## src/rtl/spi_fifo_pkg.sv

```systemverilog
package spi_fifo_pkg;
   localparam int BYTE_W   = 8;
   localparam int REG_W    = 32;
   // register offsets
   localparam int OFF_CTRL = 0;
   localparam int OFF_DATA = 4;
   localparam int OFF_DIV  = 8;
   // control / status bit positions
   localparam int B_CPHA    = 2;
   localparam int B_CPOL    = 3;
   localparam int B_CLR_TX  = 4;
   localparam int B_CLR_RX  = 5;
   localparam int B_CSPOL   = 6;
   localparam int B_ACTIVE  = 7;
   localparam int B_EN_DONE = 9;
   localparam int B_EN_RXR  = 10;
   localparam int B_DONE    = 16;
   localparam int B_RXD     = 17;
   localparam int B_TXD     = 18;
   localparam int B_RXR     = 19;
   localparam int B_RXF     = 20;
   localparam int B_LPOL    = 21;
endpackage

```

## src/rtl/spi_byte_fifo.sv

```systemverilog
module spi_byte_fifo #(
   parameter int W     = 8,
   parameter int DEPTH = 16,
   localparam int AW   = $clog2(DEPTH),
   localparam int CW   = $clog2(DEPTH + 1)
) (
   input  logic          clk,
   input  logic          rst_n,
   input  logic          clr,
   input  logic          push,
   input  logic [W-1:0]  din,
   input  logic          pop,
   output logic [W-1:0]  dout,
   output logic [CW-1:0] count,
   output logic          empty,
   output logic          full
);
   generate
      if (DEPTH < 2 || (DEPTH & (DEPTH - 1)) != 0) begin : g_bad_depth
         $error("spi_byte_fifo: DEPTH must be a power of two of at least 2");
      end
   endgenerate

   logic [W-1:0]  mem [DEPTH];
   logic [AW-1:0] wp, rp;
   logic          do_push, do_pop;

   assign empty   = (count == '0);
   assign full    = (count == CW'(DEPTH));
   assign do_push = push && !full;
   assign do_pop  = pop && !empty;
   assign dout    = mem[rp];

   always_ff @(posedge clk) begin
      if (do_push && !clr) mem[wp] <= din;
   end

   always_ff @(posedge clk or negedge rst_n) begin
      if (!rst_n) begin
         wp    <= '0;
         rp    <= '0;
         count <= '0;
      end else if (clr) begin
         wp    <= '0;
         rp    <= '0;
         count <= '0;
      end else begin
         if (do_push) wp <= wp + 1'b1;
         if (do_pop)  rp <= rp + 1'b1;
         count <= count + CW'(do_push) - CW'(do_pop);
      end
   end
endmodule

```

## src/rtl/spi_shift_engine.sv

```systemverilog
module spi_shift_engine #(
   parameter int W     = 8,
   parameter int DIV_W = 16,
   localparam int EW   = $clog2(2 * W),
   localparam int TW   = DIV_W - 1
) (
   input  logic          clk,
   input  logic          rst_n,
   input  logic          cpol,
   input  logic          cpha,
   input  logic [TW-1:0] half,
   input  logic          active,
   input  logic          tx_valid,
   input  logic [W-1:0]  tx_data,
   input  logic          rx_ready,
   output logic          tx_pop,
   output logic          rx_push,
   output logic [W-1:0]  rx_data,
   output logic          busy,
   output logic          sclk,
   output logic          mosi,
   input  logic          miso
);
   generate
      if (DIV_W < 2) begin : g_bad_div
         $error("spi_shift_engine: DIV_W must be at least 2");
      end
   endgenerate

   logic [TW-1:0] tmr;
   logic [EW-1:0] edge_idx;
   logic [W-1:0]  tx_sh, rx_sh;
   logic          tgl, mosi_q, tick, sample, drive, last;

   assign tx_pop  = active && tx_valid && rx_ready && !busy;
   assign tick    = busy && (tmr == half - 1'b1);
   assign sample  = tick && (edge_idx[0] == cpha);
   assign drive   = tick && (edge_idx[0] != cpha);
   assign last    = (edge_idx == EW'(2 * W - 1));
   assign rx_push = tick && last;
   assign rx_data = cpha ? {rx_sh[W-2:0], miso} : rx_sh;
   assign sclk    = cpol ^ tgl;
   assign mosi    = mosi_q;

   always_ff @(posedge clk or negedge rst_n) begin
      if (!rst_n) begin
         busy     <= 1'b0;
         tmr      <= '0;
         edge_idx <= '0;
         tgl      <= 1'b0;
         tx_sh    <= '0;
         rx_sh    <= '0;
         mosi_q   <= 1'b0;
      end else if (!busy) begin
         tmr      <= '0;
         edge_idx <= '0;
         tgl      <= 1'b0;
         if (tx_pop) begin
            busy  <= 1'b1;
            tx_sh <= tx_data;
            if (!cpha) mosi_q <= tx_data[W-1];
         end
      end else if (tick) begin
         tmr      <= '0;
         tgl      <= ~tgl;
         edge_idx <= edge_idx + 1'b1;
         if (sample) rx_sh <= {rx_sh[W-2:0], miso};
         if (drive) begin
            mosi_q <= cpha ? tx_sh[W-1] : tx_sh[W-2];
            tx_sh  <= {tx_sh[W-2:0], 1'b0};
         end
         if (last) busy <= 1'b0;
      end else begin
         tmr <= tmr + 1'b1;
      end
   end
endmodule

```

## src/rtl/spi_fifo_master.sv

```systemverilog
module spi_fifo_master
   import spi_fifo_pkg::*;
#(
   parameter int ADDR_W    = 4,
   parameter int DEPTH     = 16,
   parameter int RX_THRESH = 12,
   parameter int DIV_W     = 16,
   parameter int NUM_CS    = 3,
   localparam int CW       = $clog2(DEPTH + 1),
   localparam int SEL_W    = 2
) (
   input  logic              clk,
   input  logic              rst_n,
   input  logic [ADDR_W-1:0] addr,
   input  logic              wr_en,
   input  logic [31:0]       wdata,
   input  logic              rd_en,
   output logic [31:0]       rdata,
   output logic              sclk,
   output logic              mosi,
   input  logic              miso,
   output logic [NUM_CS-1:0] cs_lines,
   output logic              irq
);
   generate
      if (NUM_CS < 1 || NUM_CS > 3) begin : g_bad_cs
         $error("spi_fifo_master: NUM_CS must be 1 to 3");
      end
      if (RX_THRESH < 1 || RX_THRESH > DEPTH) begin : g_bad_thr
         $error("spi_fifo_master: RX_THRESH out of range");
      end
      if (DIV_W > 16) begin : g_bad_divw
         $error("spi_fifo_master: DIV_W must fit the register word");
      end
   endgenerate

   logic [SEL_W-1:0]  sel_q;
   logic              cpha_q, cpol_q, cspol_q, active_q, en_done_q, en_rxr_q;
   logic [NUM_CS-1:0] lpol_q, pol_eff;
   logic [DIV_W-1:0]  div_q;

   logic              wr_ctrl, wr_data, rd_data, wr_div;
   logic              clr_tx, clr_rx;
   logic [CW-1:0]     tx_count, rx_count;
   logic              tx_empty, tx_full, rx_empty, rx_full;
   logic [BYTE_W-1:0] tx_head, rx_head, rx_byte;
   logic              tx_pop, rx_push, busy;
   logic              st_done, st_rxr;

   assign wr_ctrl = wr_en && (addr == ADDR_W'(OFF_CTRL));
   assign wr_data = wr_en && (addr == ADDR_W'(OFF_DATA));
   assign wr_div  = wr_en && (addr == ADDR_W'(OFF_DIV));
   assign rd_data = rd_en && (addr == ADDR_W'(OFF_DATA));
   assign clr_tx  = wr_ctrl && wdata[B_CLR_TX];
   assign clr_rx  = wr_ctrl && wdata[B_CLR_RX];

   always_ff @(posedge clk or negedge rst_n) begin
      if (!rst_n) begin
         sel_q     <= '0;
         cpha_q    <= 1'b0;
         cpol_q    <= 1'b0;
         cspol_q   <= 1'b0;
         active_q  <= 1'b0;
         en_done_q <= 1'b0;
         en_rxr_q  <= 1'b0;
         lpol_q    <= '0;
         div_q     <= '0;
      end else begin
         if (wr_ctrl) begin
            sel_q     <= wdata[SEL_W-1:0];
            cpha_q    <= wdata[B_CPHA];
            cpol_q    <= wdata[B_CPOL];
            cspol_q   <= wdata[B_CSPOL];
            active_q  <= wdata[B_ACTIVE];
            en_done_q <= wdata[B_EN_DONE];
            en_rxr_q  <= wdata[B_EN_RXR];
            lpol_q    <= wdata[B_LPOL +: NUM_CS];
         end
         if (wr_div) div_q <= wdata[DIV_W-1:0];
      end
   end

   spi_byte_fifo #(.W(BYTE_W), .DEPTH(DEPTH)) u_txq (
      .clk(clk), .rst_n(rst_n), .clr(clr_tx), .push(wr_data),
      .din(wdata[BYTE_W-1:0]), .pop(tx_pop), .dout(tx_head),
      .count(tx_count), .empty(tx_empty), .full(tx_full));

   spi_byte_fifo #(.W(BYTE_W), .DEPTH(DEPTH)) u_rxq (
      .clk(clk), .rst_n(rst_n), .clr(clr_rx), .push(rx_push),
      .din(rx_byte), .pop(rd_data), .dout(rx_head),
      .count(rx_count), .empty(rx_empty), .full(rx_full));

   spi_shift_engine #(.W(BYTE_W), .DIV_W(DIV_W)) u_eng (
      .clk(clk), .rst_n(rst_n), .cpol(cpol_q), .cpha(cpha_q),
      .half(div_q[DIV_W-1:1]), .active(active_q),
      .tx_valid(!tx_empty), .tx_data(tx_head), .rx_ready(!rx_full),
      .tx_pop(tx_pop), .rx_push(rx_push), .rx_data(rx_byte),
      .busy(busy), .sclk(sclk), .mosi(mosi), .miso(miso));

   assign st_done = tx_empty && !busy;
   assign st_rxr  = (rx_count >= CW'(RX_THRESH));

   generate
      for (genvar i = 0; i < NUM_CS; i++) begin : g_cs
         assign pol_eff[i]  = lpol_q[i] | cspol_q;
         assign cs_lines[i] = (active_q && sel_q == SEL_W'(i)) ? pol_eff[i] : ~pol_eff[i];
      end
   endgenerate

   always_ff @(posedge clk or negedge rst_n) begin
      if (!rst_n) irq <= 1'b0;
      else        irq <= (st_done && en_done_q) || (st_rxr && en_rxr_q);
   end

   always_comb begin
      rdata = '0;
      if (addr == ADDR_W'(OFF_CTRL)) begin
         rdata[SEL_W-1:0]         = sel_q;
         rdata[B_CPHA]            = cpha_q;
         rdata[B_CPOL]            = cpol_q;
         rdata[B_CSPOL]           = cspol_q;
         rdata[B_ACTIVE]          = active_q;
         rdata[B_EN_DONE]         = en_done_q;
         rdata[B_EN_RXR]          = en_rxr_q;
         rdata[B_DONE]            = st_done;
         rdata[B_RXD]             = !rx_empty;
         rdata[B_TXD]             = !tx_full;
         rdata[B_RXR]             = st_rxr;
         rdata[B_RXF]             = rx_full;
         rdata[B_LPOL +: NUM_CS]  = lpol_q;
      end else if (addr == ADDR_W'(OFF_DATA)) begin
         rdata[BYTE_W-1:0] = rx_empty ? '0 : rx_head;
      end else if (addr == ADDR_W'(OFF_DIV)) begin
         rdata[DIV_W-1:0] = div_q;
      end
   end
endmodule

```

## config.mk

```make
export PLATFORM = sky130hd
export DESIGN_NAME = spi_fifo_master
export DESIGN_NICKNAME = d
export VERILOG_FILES = /design/src/rtl/spi_fifo_pkg.sv /design/src/rtl/spi_byte_fifo.sv /design/src/rtl/spi_shift_engine.sv /design/src/rtl/spi_fifo_master.sv
export SDC_FILE = /design/constraint.sdc
export NUM_CORES = 1
export LEC_CHECK = 0
export ABC_AREA = 0
export BUFFER_PORTS_ARGS = -buffer_cell sky130_fd_sc_hd__buf_2
export CAP_MARGIN = 20
export CORE_UTILIZATION = 30
export DETAILED_ROUTE_END_ITERATION = 7
export GPL_TIMING_DRIVEN = 0
export REMOVE_ABC_BUFFERS = 1
export SLEW_MARGIN = 25
export SYNTH_ARGS = -nofsm -noshare
export SYNTH_HDL_FRONTEND = slang
export SYNTH_SLANG_ARGS = --single-unit
```

## constraint.sdc

```tcl
create_clock -name clk -period 11.3 [get_ports clk]
set_clock_uncertainty 0.2 [all_clocks]
set_input_delay 1.695 -clock clk [delete_from_list [all_inputs] [get_ports clk]]
set_output_delay 1.695 -clock clk [all_outputs]
set_load 0.01 [all_outputs]
```

Word-level counts from Yosys, hierarchy flattened
Memory sizes are Yosys's and may differ from the RTL's.
Index checks and enable logic that the tools add are counted.
{ "totals": {"reg_bits": 92, "latch_bits": 0, "mem_bits_rw": 256, "rom_bits": 0, "inputBits": 41, "out_inout_bits": 38, "word_cells": 152, "memories": 2} }
{ "op_classes": {"add_sub_neg": 11, "n_mul": 0, "div": 0, "order_cmp": 1, "eq_ne": 13, "n_shift": 0, "n_mux": 49, "bitwise": 8, "n_reduce_logical": 45} }
{ "memory_table": {"columns": ["name", "depth", "word_bits", "rd", "rd_ports_with_merged_regs", "wr", "line_no", "text"], "rows": [
  ["u_rxq.mem", 16, 8, 1, 0, 1, "spi_byte_fifo.sv:24", "logic [W-1:0] mem [DEPTH];"],
  ["u_txq.mem", 16, 8, 1, 0, 1, "spi_byte_fifo.sv:24", null]
]} }
{ "ops": {"columns": ["cell", "count"], "rows": [
  ["$mux 8", 9],
  ["$mux 4", 11],
  ["$mux 15", 2],
  ["$logic_and 1x1->1", 25],
  ["$add 4x1->4 const B", 5],
  ["$mux 1", 20],
  ["$mux 16", 1],
  ["$add 15x1->15 const B", 1],
  ["$eq 15x15->1", 1],
  ["$mux 5", 3],
  ["$sub 15x1->15 const B", 1],
  ["$add 5x1->5", 2],
  ["$eq 5x5->1 const B", 2],
  ["$logic_not 5->1", 2],
  ["$reduce_bool 2->1", 5],
  ["$sub 5x1->5", 2],
  ["$eq 4x4->1 const B", 2],
  ["$logic_not 1->1", 7],
  ["$mux 2", 3],
  ["$reduce_and 3->1", 2],
  ["$ge 5x4->1 const B", 1],
  ["$eq 4x3->1 const B", 1],
  ["$logic_not 4->1", 1],
  ["$ne 2x2->1 const B", 2],
  ["11 further kinds", 16]
]} }

Logic depth before layout (Yosys ltp)
{ "depth": {"depth_word": 8, "depth_mapped": 20, "depth_no_buf": 17} }

By module
A second synthesis with hierarchy kept.
{ "hier_totals": {"hier_cells": 1036, "hier_area_um2": 15717.6} }
{ "by_module_without_submodules": {"columns": ["module", "instances", "cells_per_inst", "area_each_um2", "seq_area_each_um2"], "rows": [
  ["spi_byte_fifo at u_rxq", 1, 338, 5826.8, 4169.0],
  ["spi_byte_fifo at u_txq", 1, 307, 5814.3, 4169.0],
  ["spi_shift_engine", 1, 248, 2471.1, 950.9],
  ["spi_fifo_master", 1, 143, 1605.3, 700.7]
]} }

Worst setup path after synthesis
No wires, ideal clock.
{ "synth_timing": {"path_kind": "input -> output", "start": "input addr[1]", "end": "output rdata[0]", "arrival_ns": 2.871, "required_ns": 9.405, "path_slack_ns": 6.534, "path_stages": 5, "path_buffers": 1, "path_cell_list": "or3_1 > nor2_1 > clkbuf_1 > a221oi_1 > nor2_1"} }
{ "synth_via": {"elab_chain_cells": 4, "elab_cells_between_ends": 6, "cone_classes": "2 x eq/ne; 3 x mux; 1 x reduce/logical"} }
{ "synth_lines": {"columns": ["element", "line_no", "text"], "rows": [
  ["from (decl)", "spi_fifo_master.sv:14", "input logic [ADDR_W-1:0] addr,"],
  ["$eq 4x4->1", "spi_fifo_master.sv:133", "end else if (addr == ADDR_W'(OFF_DIV)) begin"],
  ["$mux 16", "spi_fifo_master.sv:133", null],
  ["$mux 8", "spi_fifo_master.sv:131", "end else if (addr == ADDR_W'(OFF_DATA)) begin"],
  ["$mux 4 (*)", "spi_fifo_master.sv:117", "if (addr == ADDR_W'(OFF_CTRL)) begin"],
  ["to (decl)", "spi_fifo_master.sv:18", "output logic [31:0] rdata,"]
]} }
Every way passes the cells marked *; elsewhere a longest branch is shown, timed or not.

Worst setup path after layout
{ "layout_timing": {"start": "input addr[3]", "end": "output rdata[6]"} }
{ "layout_via": {"elab_chain_cells": 4, "elab_cells_between_ends": 6, "cone_classes": "2 x eq/ne; 3 x mux; 1 x reduce/logical"} }
{ "layout_lines": {"columns": ["element", "line_no"], "rows": [
  ["$eq 4x4->1", "spi_fifo_master.sv:133"],
  ["$mux 16", "spi_fifo_master.sv:133"],
  ["$mux 8", "spi_fifo_master.sv:131"],
  ["$mux 2 (*)", "spi_fifo_master.sv:117"]
]} }
Marks and branches as above.

==> metrics.md <==
| Metric | Value |
|---|---|
| Post-synthesis mux area share | `15.67%` |
| Worst hold path type | `register to register` |
| Xor and xnor area share after synthesis | `2.959%` |
| Pin count of the biggest net entering global routing | `59` |
| Final Slew Violations | `0` |
| Dpl cells | `1,655` |
| Synthesized flop and latch total | `348` |
| # DRC | `0` |
| Status | `finished, final reports clean` |
| Via count | `8,489` |
| First-pass detailed-route iteration total | `7` |
| Finished Layout Cells | `1,722` |
| Worst-skew pair later-pin latency | `0.53 ns` |
| Worst path slowest cell | `nor4b_1` |
| First-pass GRT wire length | `54,410 um` |
| WS Path Type | `primary input to primary output` |
| VDD IR max | `90.88 uV` |
| Initial DRC Count | `658` |
| Critical Path RT | `9.41 ns` |
| Unrepaired setup endpoints after global routing | `false` |
| CTS tree | `built` |
| Leakage | `6.209 nW` |
| Worst Tran Pin Value | `0.9754 ns` |
| Avg Vias per Cell | `4.930` |
| Power density over the cells | `207.9 nW/um^2` |
| Final Hold Viols | `0` |
| Avg WL per Cell | `20.38 um` |
| Yosys warns | `0` |
| Final setup TNS | `0 ns` |
| Seq/Total Area, Yosys | `64.90%` |
| Final wirelength | `35,090 um` |
| Final-stage net count | `1,091` |
| # IOs | `79` |
| Yosys top cell by area | `edfxtp_1` |
| Max-cap violations | `0` |
| DIE AREA | `52,220 sq um` |
| IO buf count | `57` |
| Core Area | `50,380 sq um` |
| Global Route Usage Sum | `13.67%` |
| Clock Pin Slew Worst Setup and Hold Paths | `0.06 ns` |
| Final worst path period need | `6.008 ns` |
| DP HPWL | `24,050 um` |
| CP startpoint kind | `primary input` |
| Most common cell after layout, fill and taps aside | `edfxtp_1` |
| Die W | `228.5 um` |
| Crit end category | `primary output` |
| Share of cells above drive strength 1 | `24.98%` |
| Total CTS buffers | `36` |
| Number of library cell types mapped by synthesis | `68` |
| Filler instances | `4,776` |
| Row Count | `82` |
| Post-synth EDFFs | `256` |
| Antenna violations before repair | `1` |
| Crit-path max cell delay | `0.76 ns` |
| Top area cells in the synthesized netlist | `edfxtp_1, dfrtp_1, mux4_2` |
| Max_slew headroom | `34.74%` |
| Area growth syn-to-layout | `14.50%` |
| Routability cong. | `0.8159` |
| Maximum clock insertion buffer count | `3` |
| # H-tree levels | `2` |
| Post-synth ARST share | `26.44%` |
| Top_reg_cell synth | `edfxtp_1` |
| Setup violators final | `0` |
| Area fraction in compound gates after synthesis | `3.503%` |
| Worst Path Arrival | `4.11 ns` |
| Crit share post-route | `53.17%` |
| Post-CTS Repair Setup Buffers | `0` |
| Fin Hold WS | `0.3109 ns` |
| CTS Root Cell | `clkbuf_16` |
| Max frequency | `166.4 MHz` |
| Worst path most repeated cell | `buf_2` |
| Die height | `228.5 um` |
| Worst path cell trace | `buf_2 > nor4b_1 > nor2b_1 > a221oi_1 > nor2_1 > buf_2` |
| Main combinational cell family by area after synthesis | `multiplexers` |
| Setup slack after layout | `5.292 ns` |
| CTS Hold Bufs | `0` |
| Post-place setup slack | `5.272 ns` |
| Area share of fa/ha/maj cells after synthesis | `2.455%` |
| Starting Density | `30.55%` |
| Vias in the first global route | `8,589` |
| Synth top area share | `49.94%` |
| Post-Syn Instances | `969` |
| Resize count post-CTS | `0` |
| Commonest non-fill, non-tap cells in the layout | `edfxtp_1, dfrtp_1, nor2_1` |
| Simple-gate share of the synthesized area | `7.909%` |
| CTS sink count | `348` |
| CP Max Fanout | `12` |
| Mean Syn Cell Area | `15.88 sq um` |
| Global route overflow | `0` |
| Synthesized area | `15,390 sq um` |
| DRT antenna net count | `0` |
-- final timing paths --
check	start	endpoint	slack, ns	cells past startpoint
max	addr[3]	rdata[6]	5.29	6
min	u_eng.tx_sh[1]	u_eng.tx_sh[1]	0.31	1
max reg2reg	div_q[1]	u_rxq.count[4]	6.23	17
min reg2reg	u_eng.tx_sh[1]	u_eng.tx_sh[1]	0.31	1
max in group asynchronous	rst_n	u_txq.rp[0]	9.38	2
min in group asynchronous	rst_n	u_eng.rx_sh[1]	0.86	1
-- logic make-up (layout without fill, tap and decap cells) --
family | after synthesis | count (layout)
mux | 142 | 142
simple gates | 238 | 238
buf+inv | 90 | 163
other cells | 1 | 9
xor+xnor | 52 | 52
flops | 348 | 348
fa+ha+maj | 29 | 29
compound gates | 69 | 69
-- metrics by stage --
| stage | cell area (sq um) | power (mW) | util [%] |
|---|---|---|---|
| after global routing | 17620 | 3.842 | 34.98 |
| after detailed placement | 16430 | 2.496 | 32.61 |
| after floorplan | 15150 | 2.203 | - |
| final | 17620 | 3.664 | 34.99 |
| after CTS | 17620 | 3.702 | 34.98 |
| after global placement | 16280 | 2.446 | 32.31 |
-- state kept, by name, indices dropped and copies added (netlist names), 2 cells and up --
register,flops
u_txq.wp,4
u_txq.rp,4
u_rxq.count,5
u_eng.edge_idx,4
u_eng.tmr,15
u_rxq.rp,4
div_q,16
lpol_q,3
sel_q,2
u_rxq.wp,4
u_rxq.mem,128
u_eng.rx_sh,8
u_txq.mem,128
u_txq.count,5
u_eng.tx_sh,8
-- critical path, delay by kind of cell --
kind	cells	cell delay (ns)
AO/OA/AOI/OAI	1	0.19
AND/OR/NAND/NOR	3	1.83
buffers and inverters	2	0.39
-- synth_stat cells (all sizes together) (4+ instances only) --
| cell | n |
|---|---|
| xnor2 | 30 |
| nor2b | 5 |
| buf | 26 |
| nand3 | 17 |
| nor3b | 5 |
| inv | 32 |
| and2 | 8 |
| ha | 27 |
| mux2i | 16 |
| nor4 | 5 |
| a21oi | 13 |
| o41ai | 4 |
| nor3 | 11 |
| or3 | 6 |
| dfrtp | 92 |
| clkbuf | 30 |
| and3 | 33 |
| mux2 | 52 |
| mux4 | 74 |
| nor2 | 85 |
| o221ai | 5 |
| nand2 | 32 |
| nand4 | 9 |
| xor2 | 22 |
| a221oi | 7 |
| edfxtp | 256 |
| o21ai | 8 |
| nand2b | 5 |
-- metal layers --
metal  part of all wire, %  up-vias  track usage [%]  wire, um
li1                      -     3803                -         -
met1                    46     4444            19.34     15980
met2                    47      202            21.63     16660
met3                   5.3       40            2.358      1866
met4                   1.7        0            3.628       592
met5                     0        -                0         0
-- power by group --
part           leakage (nW)  internal, mW  total [mW]  switching, mW
clock network         0.580         0.704        1.20          0.499
logic                  2.24         0.420       0.826          0.406
registers              3.39          1.47        1.63          0.169
total                  6.21          2.59        3.66           1.07
-- cell type report --
cell class	count	area, sq um	share of cell area [%]
clock inverters	15	171.4	0.9726
inverters	34	127.6	0.7241
flip-flops and latches	348	10000	56.74
well taps	672	840.8	4.771
clock buffers	51	1018	5.779
multi-input cells	538	5042	28.61
repair buffers	63	421.7	2.392
diodes	1	2.502	0.01420
Note: power is estimated with default switching activity, not from simulation.
